**config.mk**
```make
export PLATFORM = sky130hd
export DESIGN_NAME = priv_tracker
export DESIGN_NICKNAME = d
export VERILOG_FILES = /design/src/rtl/priv_pkg.sv /design/src/rtl/priv_target_sel.sv /design/src/rtl/priv_ret_check.sv /design/src/rtl/priv_csr_gate.sv /design/src/rtl/priv_cause_enc.sv /design/src/rtl/priv_status_regs.sv /design/src/rtl/priv_tracker.sv
export SDC_FILE = /design/constraint.sdc
export NUM_CORES = 1
export LEC_CHECK = 0
export BUFFER_PORTS_ARGS = -buffer_cell sky130_fd_sc_hd__buf_2
export CORE_UTILIZATION = 43
export DETAILED_ROUTE_END_ITERATION = 12
export MAX_ROUTING_LAYER = met4
export PLACE_DENSITY = 0.88
export SLEW_MARGIN = 25
export SYNTH_ARGS = -nofsm -noshare
export SYNTH_HDL_FRONTEND = slang
export SYNTH_SLANG_ARGS = --single-unit
```
**constraint.sdc**
```tcl
create_clock -name clk -period 2 [get_ports clk]
set_clock_uncertainty 0.1 [all_clocks]
set_input_delay 0.1 -clock clk [delete_from_list [all_inputs] [get_ports clk]]
set_output_delay 0.1 -clock clk [all_outputs]
set_load 0.05 [all_outputs]
```
**src/rtl/priv_pkg.sv**
```systemverilog
package priv_pkg;
   localparam logic [1:0] LVL_U   = 2'b00;
   localparam logic [1:0] LVL_S   = 2'b01;
   localparam logic [1:0] LVL_RSV = 2'b10;
   localparam logic [1:0] LVL_M   = 2'b11;

   localparam int unsigned CODE_ILLEGAL   = 2;
   localparam int unsigned CODE_CALL_BASE = 8;

   // bitmap of implemented levels, indexed by encoding
   function automatic logic [3:0] level_map(input bit has_s, input bit has_u);
      level_map = {1'b1, 1'b0, logic'(has_s), logic'(has_u)};
   endfunction
endpackage

```
**src/rtl/priv_target_sel.sv**
```systemverilog
module priv_target_sel
   import priv_pkg::*;
#(
   parameter bit HAS_SUPER = 1'b1,
   parameter bit HAS_USER  = 1'b1
) (
   input  logic [1:0] mode_i,
   input  logic [1:0] req_lvl_i,
   output logic [1:0] tgt_o
);
   localparam logic [3:0] BUILT = level_map(HAS_SUPER, HAS_USER);

   logic [1:0] fixed_lvl;

   always_comb begin
      fixed_lvl = BUILT[req_lvl_i] ? req_lvl_i : LVL_M;
      tgt_o     = (fixed_lvl < mode_i) ? mode_i : fixed_lvl;
   end

   always_comb begin
      a_r4_target_not_rsv: assert (tgt_o != LVL_RSV);
   end
endmodule

```
**src/rtl/priv_ret_check.sv**
```systemverilog
module priv_ret_check
   import priv_pkg::*;
#(
   parameter bit HAS_SUPER = 1'b1,
   parameter bit HAS_USER  = 1'b1
) (
   input  logic [1:0] mode_i,
   input  logic       trap_i,
   input  logic       ret_i,
   input  logic [1:0] ret_lvl_i,
   output logic       ret_fire_o,
   output logic       ret_bad_o
);
   localparam logic [3:0] BUILT = level_map(HAS_SUPER, HAS_USER);

   logic lvl_ok;

   always_comb begin
      lvl_ok     = BUILT[ret_lvl_i] && !(ret_lvl_i > mode_i);
      ret_fire_o = ret_i && !trap_i && lvl_ok;
      ret_bad_o  = ret_i && !trap_i && !lvl_ok;
   end

   always_comb begin
      a_r8_fire_bad_excl: assert (!(ret_fire_o && ret_bad_o));
   end
endmodule

```
**src/rtl/priv_csr_gate.sv**
```systemverilog
module priv_csr_gate #(
   parameter int unsigned ADDR_W    = 12,
   parameter int unsigned FIELD_LSB = 8
) (
   input  logic [1:0]        mode_i,
   input  logic              req_i,
   input  logic [ADDR_W-1:0] addr_i,
   output logic              deny_o
);
   localparam int unsigned FIELD_MSB = FIELD_LSB + 1;

   generate
      if (FIELD_MSB >= ADDR_W) begin : g_bad_field
         $error("privilege field lies outside the CSR address");
      end
   endgenerate

   logic [1:0] need_lvl;
   logic       unused_addr_bits;

   assign need_lvl         = addr_i[FIELD_MSB:FIELD_LSB];
   assign unused_addr_bits = ^addr_i;
   assign deny_o           = req_i && (mode_i < need_lvl);
endmodule

```
**src/rtl/priv_cause_enc.sv**
```systemverilog
module priv_cause_enc
   import priv_pkg::*;
#(
   parameter int unsigned CAUSE_W = 5
) (
   input  logic [1:0]         mode_i,
   input  logic               illegal_i,
   input  logic               ecall_i,
   output logic               valid_o,
   output logic [CAUSE_W-1:0] cause_o
);
   generate
      if (CAUSE_W < 4) begin : g_bad_width
         $error("cause width too narrow for call codes");
      end
   endgenerate

   localparam logic [CAUSE_W-1:0] ILL_CODE  = CAUSE_W'(CODE_ILLEGAL);
   localparam logic [CAUSE_W-1:0] CALL_BASE = CAUSE_W'(CODE_CALL_BASE);

   always_comb begin
      valid_o = illegal_i || ecall_i;
      if (illegal_i) cause_o = ILL_CODE;
      else if (ecall_i) cause_o = CALL_BASE + CAUSE_W'(mode_i);
      else cause_o = '0;
   end
endmodule

```
**src/rtl/priv_status_regs.sv**
```systemverilog
module priv_status_regs
   import priv_pkg::*;
#(
   parameter bit HAS_SUPER = 1'b1,
   parameter bit HAS_USER  = 1'b1
) (
   input  logic       clk,
   input  logic       rst_n,
   input  logic       trap_fire_i,
   input  logic [1:0] trap_tgt_i,
   input  logic       ret_fire_i,
   input  logic [1:0] ret_lvl_i,
   output logic [1:0] mode_o,
   output logic       mie_o,
   output logic       mpie_o,
   output logic [1:0] mpp_o,
   output logic       sie_o,
   output logic       spie_o,
   output logic       spp_o,
   output logic       uie_o,
   output logic       upie_o
);
   localparam logic [1:0] MPP_IDLE = HAS_USER ? LVL_U : LVL_M;

   logic [1:0] mode_q;
   logic       mie_q, mpie_q;
   logic [1:0] mpp_q;
   logic       sie_q, spie_q, spp_q;
   logic       uie_q, upie_q;

   logic trap_m, trap_s, trap_u;
   logic ret_m, ret_s, ret_u;

   always_comb begin
      trap_m = trap_fire_i && (trap_tgt_i == LVL_M);
      trap_s = trap_fire_i && (trap_tgt_i == LVL_S);
      trap_u = trap_fire_i && (trap_tgt_i == LVL_U);
      ret_m  = ret_fire_i && (ret_lvl_i == LVL_M);
      ret_s  = ret_fire_i && (ret_lvl_i == LVL_S);
      ret_u  = ret_fire_i && (ret_lvl_i == LVL_U);
   end

   // hidden current level
   always_ff @(posedge clk) begin
      if (!rst_n)           mode_q <= LVL_M;
      else if (trap_fire_i) mode_q <= trap_tgt_i;
      else if (ret_m)       mode_q <= mpp_q;
      else if (ret_s)       mode_q <= spp_q ? LVL_S : LVL_U;
      else if (ret_u)       mode_q <= LVL_U;
   end

   // machine-level fields
   always_ff @(posedge clk) begin
      if (!rst_n) begin
         mie_q  <= 1'b0;
         mpie_q <= 1'b0;
         mpp_q  <= MPP_IDLE;
      end else if (trap_m) begin
         mpp_q  <= mode_q;
         mpie_q <= mie_q;
         mie_q  <= 1'b0;
      end else if (ret_m) begin
         mie_q  <= mpie_q;
         mpie_q <= 1'b1;
         mpp_q  <= MPP_IDLE;
      end
   end

   generate
      if (HAS_SUPER) begin : g_super
         always_ff @(posedge clk) begin
            if (!rst_n) begin
               sie_q  <= 1'b0;
               spie_q <= 1'b0;
               spp_q  <= 1'b0;
            end else if (trap_s) begin
               spp_q  <= mode_q[0];
               spie_q <= sie_q;
               sie_q  <= 1'b0;
            end else if (ret_s) begin
               sie_q  <= spie_q;
               spie_q <= 1'b1;
               spp_q  <= 1'b0;
            end
         end

         a_r3_trap_s: assert property (@(posedge clk) disable iff (!rst_n)
            trap_s |=> (mode_q == LVL_S) && !sie_q && (spie_q == $past(sie_q))
                       && (spp_q == $past(mode_q[0])));

         a_r6_sret: assert property (@(posedge clk) disable iff (!rst_n)
            ret_s |=> spie_q && !spp_q && (sie_q == $past(spie_q)));
      end else begin : g_no_super
         assign sie_q  = 1'b0;
         assign spie_q = 1'b0;
         assign spp_q  = 1'b0;
      end

      if (HAS_USER) begin : g_user
         always_ff @(posedge clk) begin
            if (!rst_n) begin
               uie_q  <= 1'b0;
               upie_q <= 1'b0;
            end else if (trap_u) begin
               upie_q <= uie_q;
               uie_q  <= 1'b0;
            end else if (ret_u) begin
               uie_q  <= upie_q;
               upie_q <= 1'b1;
            end
         end

         a_r7_uret: assert property (@(posedge clk) disable iff (!rst_n)
            ret_u |=> upie_q && (uie_q == $past(upie_q)) && (mode_q == LVL_U));
      end else begin : g_no_user
         assign uie_q  = 1'b0;
         assign upie_q = 1'b0;
      end
   endgenerate

   assign mode_o = mode_q;
   assign mie_o  = mie_q;
   assign mpie_o = mpie_q;
   assign mpp_o  = mpp_q;
   assign sie_o  = sie_q;
   assign spie_o = spie_q;
   assign spp_o  = spp_q;
   assign uie_o  = uie_q;
   assign upie_o = upie_q;

   a_r1_no_rsv_mode: assert property (@(posedge clk) disable iff (!rst_n)
      mode_q != LVL_RSV);

   a_r2_trap_m: assert property (@(posedge clk) disable iff (!rst_n)
      trap_m |=> (mode_q == LVL_M) && !mie_q && (mpie_q == $past(mie_q))
                 && (mpp_q == $past(mode_q)));

   a_r5_mret: assert property (@(posedge clk) disable iff (!rst_n)
      ret_m |=> mpie_q && (mie_q == $past(mpie_q)) && (mode_q == $past(mpp_q))
                && (mpp_q == MPP_IDLE));
endmodule

```
**src/rtl/priv_tracker.sv**
```systemverilog
module priv_tracker
   import priv_pkg::*;
#(
   parameter bit          HAS_SUPER  = 1'b1,
   parameter bit          HAS_USER   = 1'b1,
   parameter int unsigned CSR_ADDR_W = 12,
   parameter int unsigned CAUSE_W    = 5
) (
   input  logic                  clk,
   input  logic                  rst_n,
   input  logic                  trap_i,
   input  logic [1:0]            trap_lvl_i,
   input  logic                  ret_i,
   input  logic [1:0]            ret_lvl_i,
   input  logic                  csr_req_i,
   input  logic [CSR_ADDR_W-1:0] csr_addr_i,
   input  logic                  ecall_i,
   output logic [1:0]            mode_o,
   output logic                  mie_o,
   output logic                  mpie_o,
   output logic [1:0]            mpp_o,
   output logic                  sie_o,
   output logic                  spie_o,
   output logic                  spp_o,
   output logic                  uie_o,
   output logic                  upie_o,
   output logic                  illegal_o,
   output logic                  cause_valid_o,
   output logic [CAUSE_W-1:0]    cause_o
);
   logic [1:0] tgt;
   logic       ret_fire, ret_bad, csr_deny;

   priv_target_sel #(.HAS_SUPER(HAS_SUPER), .HAS_USER(HAS_USER)) u_tgt (
      .mode_i(mode_o), .req_lvl_i(trap_lvl_i), .tgt_o(tgt)
   );

   priv_ret_check #(.HAS_SUPER(HAS_SUPER), .HAS_USER(HAS_USER)) u_ret (
      .mode_i(mode_o), .trap_i(trap_i), .ret_i(ret_i), .ret_lvl_i(ret_lvl_i),
      .ret_fire_o(ret_fire), .ret_bad_o(ret_bad)
   );

   priv_csr_gate #(.ADDR_W(CSR_ADDR_W), .FIELD_LSB(8)) u_gate (
      .mode_i(mode_o), .req_i(csr_req_i), .addr_i(csr_addr_i), .deny_o(csr_deny)
   );

   assign illegal_o = csr_deny || ret_bad;

   priv_cause_enc #(.CAUSE_W(CAUSE_W)) u_cause (
      .mode_i(mode_o), .illegal_i(illegal_o), .ecall_i(ecall_i),
      .valid_o(cause_valid_o), .cause_o(cause_o)
   );

   priv_status_regs #(.HAS_SUPER(HAS_SUPER), .HAS_USER(HAS_USER)) u_regs (
      .clk(clk), .rst_n(rst_n),
      .trap_fire_i(trap_i), .trap_tgt_i(tgt),
      .ret_fire_i(ret_fire), .ret_lvl_i(ret_lvl_i),
      .mode_o(mode_o), .mie_o(mie_o), .mpie_o(mpie_o), .mpp_o(mpp_o),
      .sie_o(sie_o), .spie_o(spie_o), .spp_o(spp_o),
      .uie_o(uie_o), .upie_o(upie_o)
   );

   a_r8_bad_mret_holds: assert property (@(posedge clk) disable iff (!rst_n)
      (ret_i && !trap_i && (ret_lvl_i == LVL_M) && (mode_o != LVL_M))
      |=> $stable(mode_o) && $stable(mie_o) && $stable(mpie_o) && $stable(mpp_o));

   a_r9_mcsr_denied: assert property (@(posedge clk) disable iff (!rst_n)
      (csr_req_i && (csr_addr_i[9:8] == 2'b11) && (mode_o != LVL_M)) |-> illegal_o);

   a_r11_illegal_cause: assert property (@(posedge clk) disable iff (!rst_n)
      illegal_o |-> cause_valid_o && (cause_o == CAUSE_W'(CODE_ILLEGAL)));

   a_r12_trap_no_illegal: assert property (@(posedge clk) disable iff (!rst_n)
      (trap_i && !csr_req_i) |-> !illegal_o);
endmodule

```
## After elaboration in Yosys (flattened, before gate mapping)

Cells that the tools add are included.

| cells by class | value |
|---|---|
| $add $sub $neg | 1 |
| magnitude comparators | 5 |
| equal/unequal tests | 4 |
| muxes and demuxes | 23 |
| bitwise logic cells | 1 |
| reduce and logical (&&, ||, !) cells | 25 |

Operators with widths:

| operator | number |
|---|---|
| $mux 2 | 8 |
| $logic_and 1x1->1 | 11 |
| $mux 1 | 11 |
| $mux 5 | 2 |
| $lt 2x3->1 const B | 2 |
| $reduce_bool 2->1 | 3 |
| $reduce_or 2->1 | 3 |
| $add 4x2->5 const A | 1 |
| $bmux 1 s2 | 2 |
| $eq 2x1->1 const B | 2 |
| $eq 2x2->1 const B | 2 |
| $logic_not 2->1 | 2 |
| $lt 2x2->1 | 2 |
| $reduce_bool 4->1 | 1 |
| $logic_not 1->1 | 3 |
| $gt 2x2->1 | 1 |
| $logic_or 1x1->1 | 2 |
| $not 1->1 | 1 |

| word-level totals | value |
|---|---|
| register bits after elaboration | 11 |
| input bits | 22 |
| output and inout port bits | 18 |
| logic and storage cells | 68 |

## Logic depth before layout (Yosys ltp)

| depth | value |
|---|---|
| word-level depth | 9 |
| gate-level depth with buffers | 6 |
| depth with buffers taken out | 6 |

## Modules after synthesis

Synthesis repeated with hierarchy kept, for this count alone.

| second synthesis, totals | value |
|---|---|
| cells, all modules | 90 |
| area total of the unflattened synthesis | 759.5 µm² |

By module, submodules not included:

| module | times used | cells an instance | area each (µm²) |
|---|---|---|---|
| priv_status_regs | 1 | 57 | 533.0 |
| priv_ret_check | 1 | 11 | 73.8 |
| priv_target_sel | 1 | 9 | 56.3 |
| priv_cause_enc | 1 | 7 | 52.6 |
| priv_csr_gate | 1 | 5 | 37.5 |
| priv_tracker | 1 | 1 | 6.3 |

## Worst setup path after synthesis

Ideal clock, no wire load.

| path | value |
|---|---|
| kind | reg-to-output |
| from | reg u_regs.mode_q[1], in the netlist u_regs.mode_o[1] |
| to | out cause_o[0] |
| data arrival time | 2291 ps |
| setup slack | -491 ps |
| cell stages (with the launch flop) | 7 |
| path buffers | 0 |
| path through | dfxtp_1 > inv_1 > ha_1 > nor2b_1 > o21a_1 > o21ai_1 > and4_1 |

| on the way | value |
|---|---|
| word-level cells in the longest chain between the ends | 7 |

RTL lines:

| element | line | source |
|---|---|---|
| from (decl) | priv_status_regs.sv:25 | `logic [1:0] mode_q;` |
| from (signal assigned) | priv_status_regs.sv:46 | `else if (trap_fire_i) mode_q <= trap_tgt_i;` |
| from (signal assigned) | priv_status_regs.sv:47 | `else if (ret_m) mode_q <= mpp_q;` |
| from (signal assigned) | priv_status_regs.sv:48 | `else if (ret_s) mode_q <= spp_q ? LVL_S : LVL_U;` |
| $gt 2x2->1 | priv_ret_check.sv:19 | `lvl_ok = BUILT[ret_lvl_i] && !(ret_lvl_i > mode_i);` |
| $logic_not 1->1 | priv_ret_check.sv:19 |  |
| $logic_and 1x1->1 | priv_ret_check.sv:19 |  |
| $logic_not 1->1 | priv_ret_check.sv:21 | `ret_bad_o = ret_i && !trap_i && !lvl_ok;` |
| $logic_and 1x1->1 | priv_ret_check.sv:21 |  |
| $logic_or 1x1->1 (*) | priv_tracker.sv:47 | `assign illegal_o = csr_deny \|\| ret_bad;` |
| $mux 5 (*) | priv_cause_enc.sv:23 | `if (illegal_i) cause_o = ILL_CODE;` |
| to (decl) | priv_tracker.sv:29 | `output logic [CAUSE_W-1:0] cause_o` |

Mark *: on every way between the ends. The rest lies on a longest branch, timed or not.

## Worst setup path in the final report

Same ends and word-level chain as after synthesis.

==> metrics.cfg <==
[status]
status = finished clean

[route]
first_pass_iters = 4
met3_length_um = 92
drt_iter0_drc = 13
wl_um = 1890
vias = 790
dr.max_layer_used = met4
viasPerCell = 5.68
dr_wl_met2_um = 943
ant_nets = 0
wire_per_inst_um = 13.6
wl_met1_um = 818
drc = 0

[timing]
layout_min_cycle_time_ns = 1.95
max_freq_ghz = 0.513
rsz0062_at_grt = yes
setup_ws_ns = 0.0510
slew_violations = 0
hold_viol_final = 0
fin_crit_sh_pct = 97.4
fin_tns_setup_ns = 0
setup_violations = 0

[grt]
grt_pass1_wl_um = 3060
grt_overflow = 0
grt_pass1_vias = 720
grt_max_degree = 11
antenna_found_initial = 0
grt_use_total_pct = 22.4

[clock_tree]
clk_pin_slew_ns = 0.07
clock-sinks = 11
clock_latency_ns = 0.27
cts_tree = built
cts-htree-levels = 1
cts_buffers = 3
cts_root_buffer = clkbuf_4
cts_max_path_buffers = 2

[placement]
dp.final_hpwl_um = 1410
post-place-ws_ns = 0.0738
postPlaceCellArea_um2 = 926
dp.cells = 133
globalplace.congestion = 0.854
io_buffer_count = 27

[power_and_ir_drop]
p_seq_share_pct = 34.8
p_per_area_nw_per_um2 = 673
pwr-share-comb_pct = 43.3
p_leak_nw = 0.491
p_int_w = 0.000423
power_frac_clock_pct = 21.9
peakVddDrop_uv = 438
p_sw_w = 0.000278
p_sw_share_pct = 39.6

[synth]
synthCells = 87
ys_seq_elements = 11
synth.avg_cell_area_um2 = 8.27
yosysSeqAreaShare_pct = 30.6
netlist_area_um2 = 719
synth_cell_types = 40
yosysWarnings = 0
synthTopCellsByCount = dfxtp_1, nand2_1, o21ai_0
synth_area_leaders = dfxtp_1, ha_1, nand2_1
synthArstFlopShare_pct = 0
synth_edf_count = 0
synth_ff_type = dfxtp_1
yosys.area.top_type_share_pct = 30.6
synth_largest_area_cell = dfxtp_1

[critical_path]
crit_type = flop to output pin
worstSetupStartpointType = flop
cp_max_fo = 3
worst_setup_path_end_kind = output pin
cp_data_required_time_ns = 1.80
cp.arrival_ns = 1.75

[final_layout]
insertedDiodeCount = 0
area_growth_pct = 44.5
stdcell_count = 139
fillers = 130
finish.instance_area_um2 = 1040
drive_above_1_share_pct = 44.7
layout.nets = 151

[floorplan]
core_um2 = 1540
dieArea_um2 = 1840
floorplan.initialDensity_pct = 46.7
top_level_ports = 40
die_height_um = 42.9
chipWidth_um = 42.9
rows = 14

[job]
maxCapViolations = 0

[min_path]
min_path_type = primary input to flop

-- critical path, cell delays in order, from the launching register on --
cell     delay (ns)
dfxtp_4        0.36
inv_4          0.04
ha_4           0.21
nor2b_4        0.13
o21a_4         0.21
o21ai_4        0.15
and4_4         0.24
buf_8          0.14
-- power groups by stage --
stage,clock network [W],registers [W],logic (W)
6_report,0.000153,0.000244,0.000303
5_1_grt,0.000168,0.000245,0.000320
4_1_cts,0.000160,0.000244,0.000291
3_5_place_dp,0,0.000248,0.000258
3_3_place_gp,0,0.000246,0.000250
2_1_floorplan,0,0.000291,0.000144
-- path summary, 6_finish.rpt --
path                     from              end  cells after the start  slack [ns]
max reg2reg  u_regs.mode_o[1]    u_regs.mpie_o                      7        0.12
min                     rst_n     u_regs.mie_o                      3        0.03
min reg2reg   u_regs.mpp_o[1]  u_regs.mpp_o[1]                      2        0.39
max          u_regs.mode_o[1]       cause_o[0]                      7        0.05
-- metal layers --
metal | GRT usage (%) | vias up
li1 | - | 390
met1 | 27.2 | 365
met2 | 38.2 | 32
met3 | 1.28 | 3
met4 | 9.38 | 0
met5 | - | -
-- what timing repair did --
item / in CTS / in global routing
gates resized for setup: 16 / 4
setup endpoints to repair: 5 / 5
hold buffers: 0 / 0
pin swaps: 3 / 3
buffers inserted: 2 / 0
-- registers in the layout, summed over array words and instances (netlist names) --
register / flops
u_regs.spp_o: 1
u_regs.spie_o: 1
u_regs.mode_o: 2
u_regs.sie_o: 1
u_regs.mie_o: 1
u_regs.mpp_o: 2
u_regs.uie_o: 1
u_regs.mpie_o: 1
u_regs.upie_o: 1
-- kinds of logic (layout without fill, tap and decap cells) --
kind of cell	after synthesis	in the layout	synth area share (%)
flip-flops	11	11	30.6
AND/OR/NAND/NOR	34	34	27.7
multiplexers	1	1	1.57
adder cells (fa/ha/maj)	5	5	8.70
other	1	2	0.521
buffers and inverters	10	45	6.26
AO/OA/AOI/OAI	25	25	24.7
-- final cells by class --
cell class / count / area (um^2) / share of cell area (%)
clock buffers: 4 / 26.3 / 2.53
inverters: 6 / 25.0 / 2.41
multi-input cells: 67 / 509 / 49.0
flip-flops and latches: 11 / 225 / 21.7
well taps: 16 / 20.0 / 1.93
repair buffers: 35 / 234 / 22.5
-- placed cells by master, fill, tap and decap left out, drive strengths merged --
cell     n
o41ai    1
conb     2
nand2   11
inv      6
o21bai   1
nand3    2
nand3b   2
and4     1
ha       5
nor2     1
a2111o   1
dfxtp   11
o221a    2
nor2b    4
and2b    2
nor3     3
nand2b   1
o32ai    1
nor3b    1
clkbuf   4
or3      1
nor4     1
a221o    1
mux2     1
o22a     1
o22ai    2
o21a     1
a211oi   1
a21oi    3
or3b     2
a311oi   1
buf     35
and3     1
o21ai    9
nand4    1
-- stage by stage --
| step | hold slack (ns) | util (%) | total power, W |
|---|---|---|---|
| floorplan | 0.214 | - | 0.000435 |
| global placement | 0.314 | 60.1 | 0.000496 |
| detailed placement | 0.321 | 60.1 | 0.000505 |
| CTS | 0.0245 | 66.3 | 0.000695 |
| global route | 0.0403 | 67.5 | 0.000734 |
| finish | 0.0342 | 67.5 | 0.000700 |
Note: power is estimated with default switching activity, not from simulation.
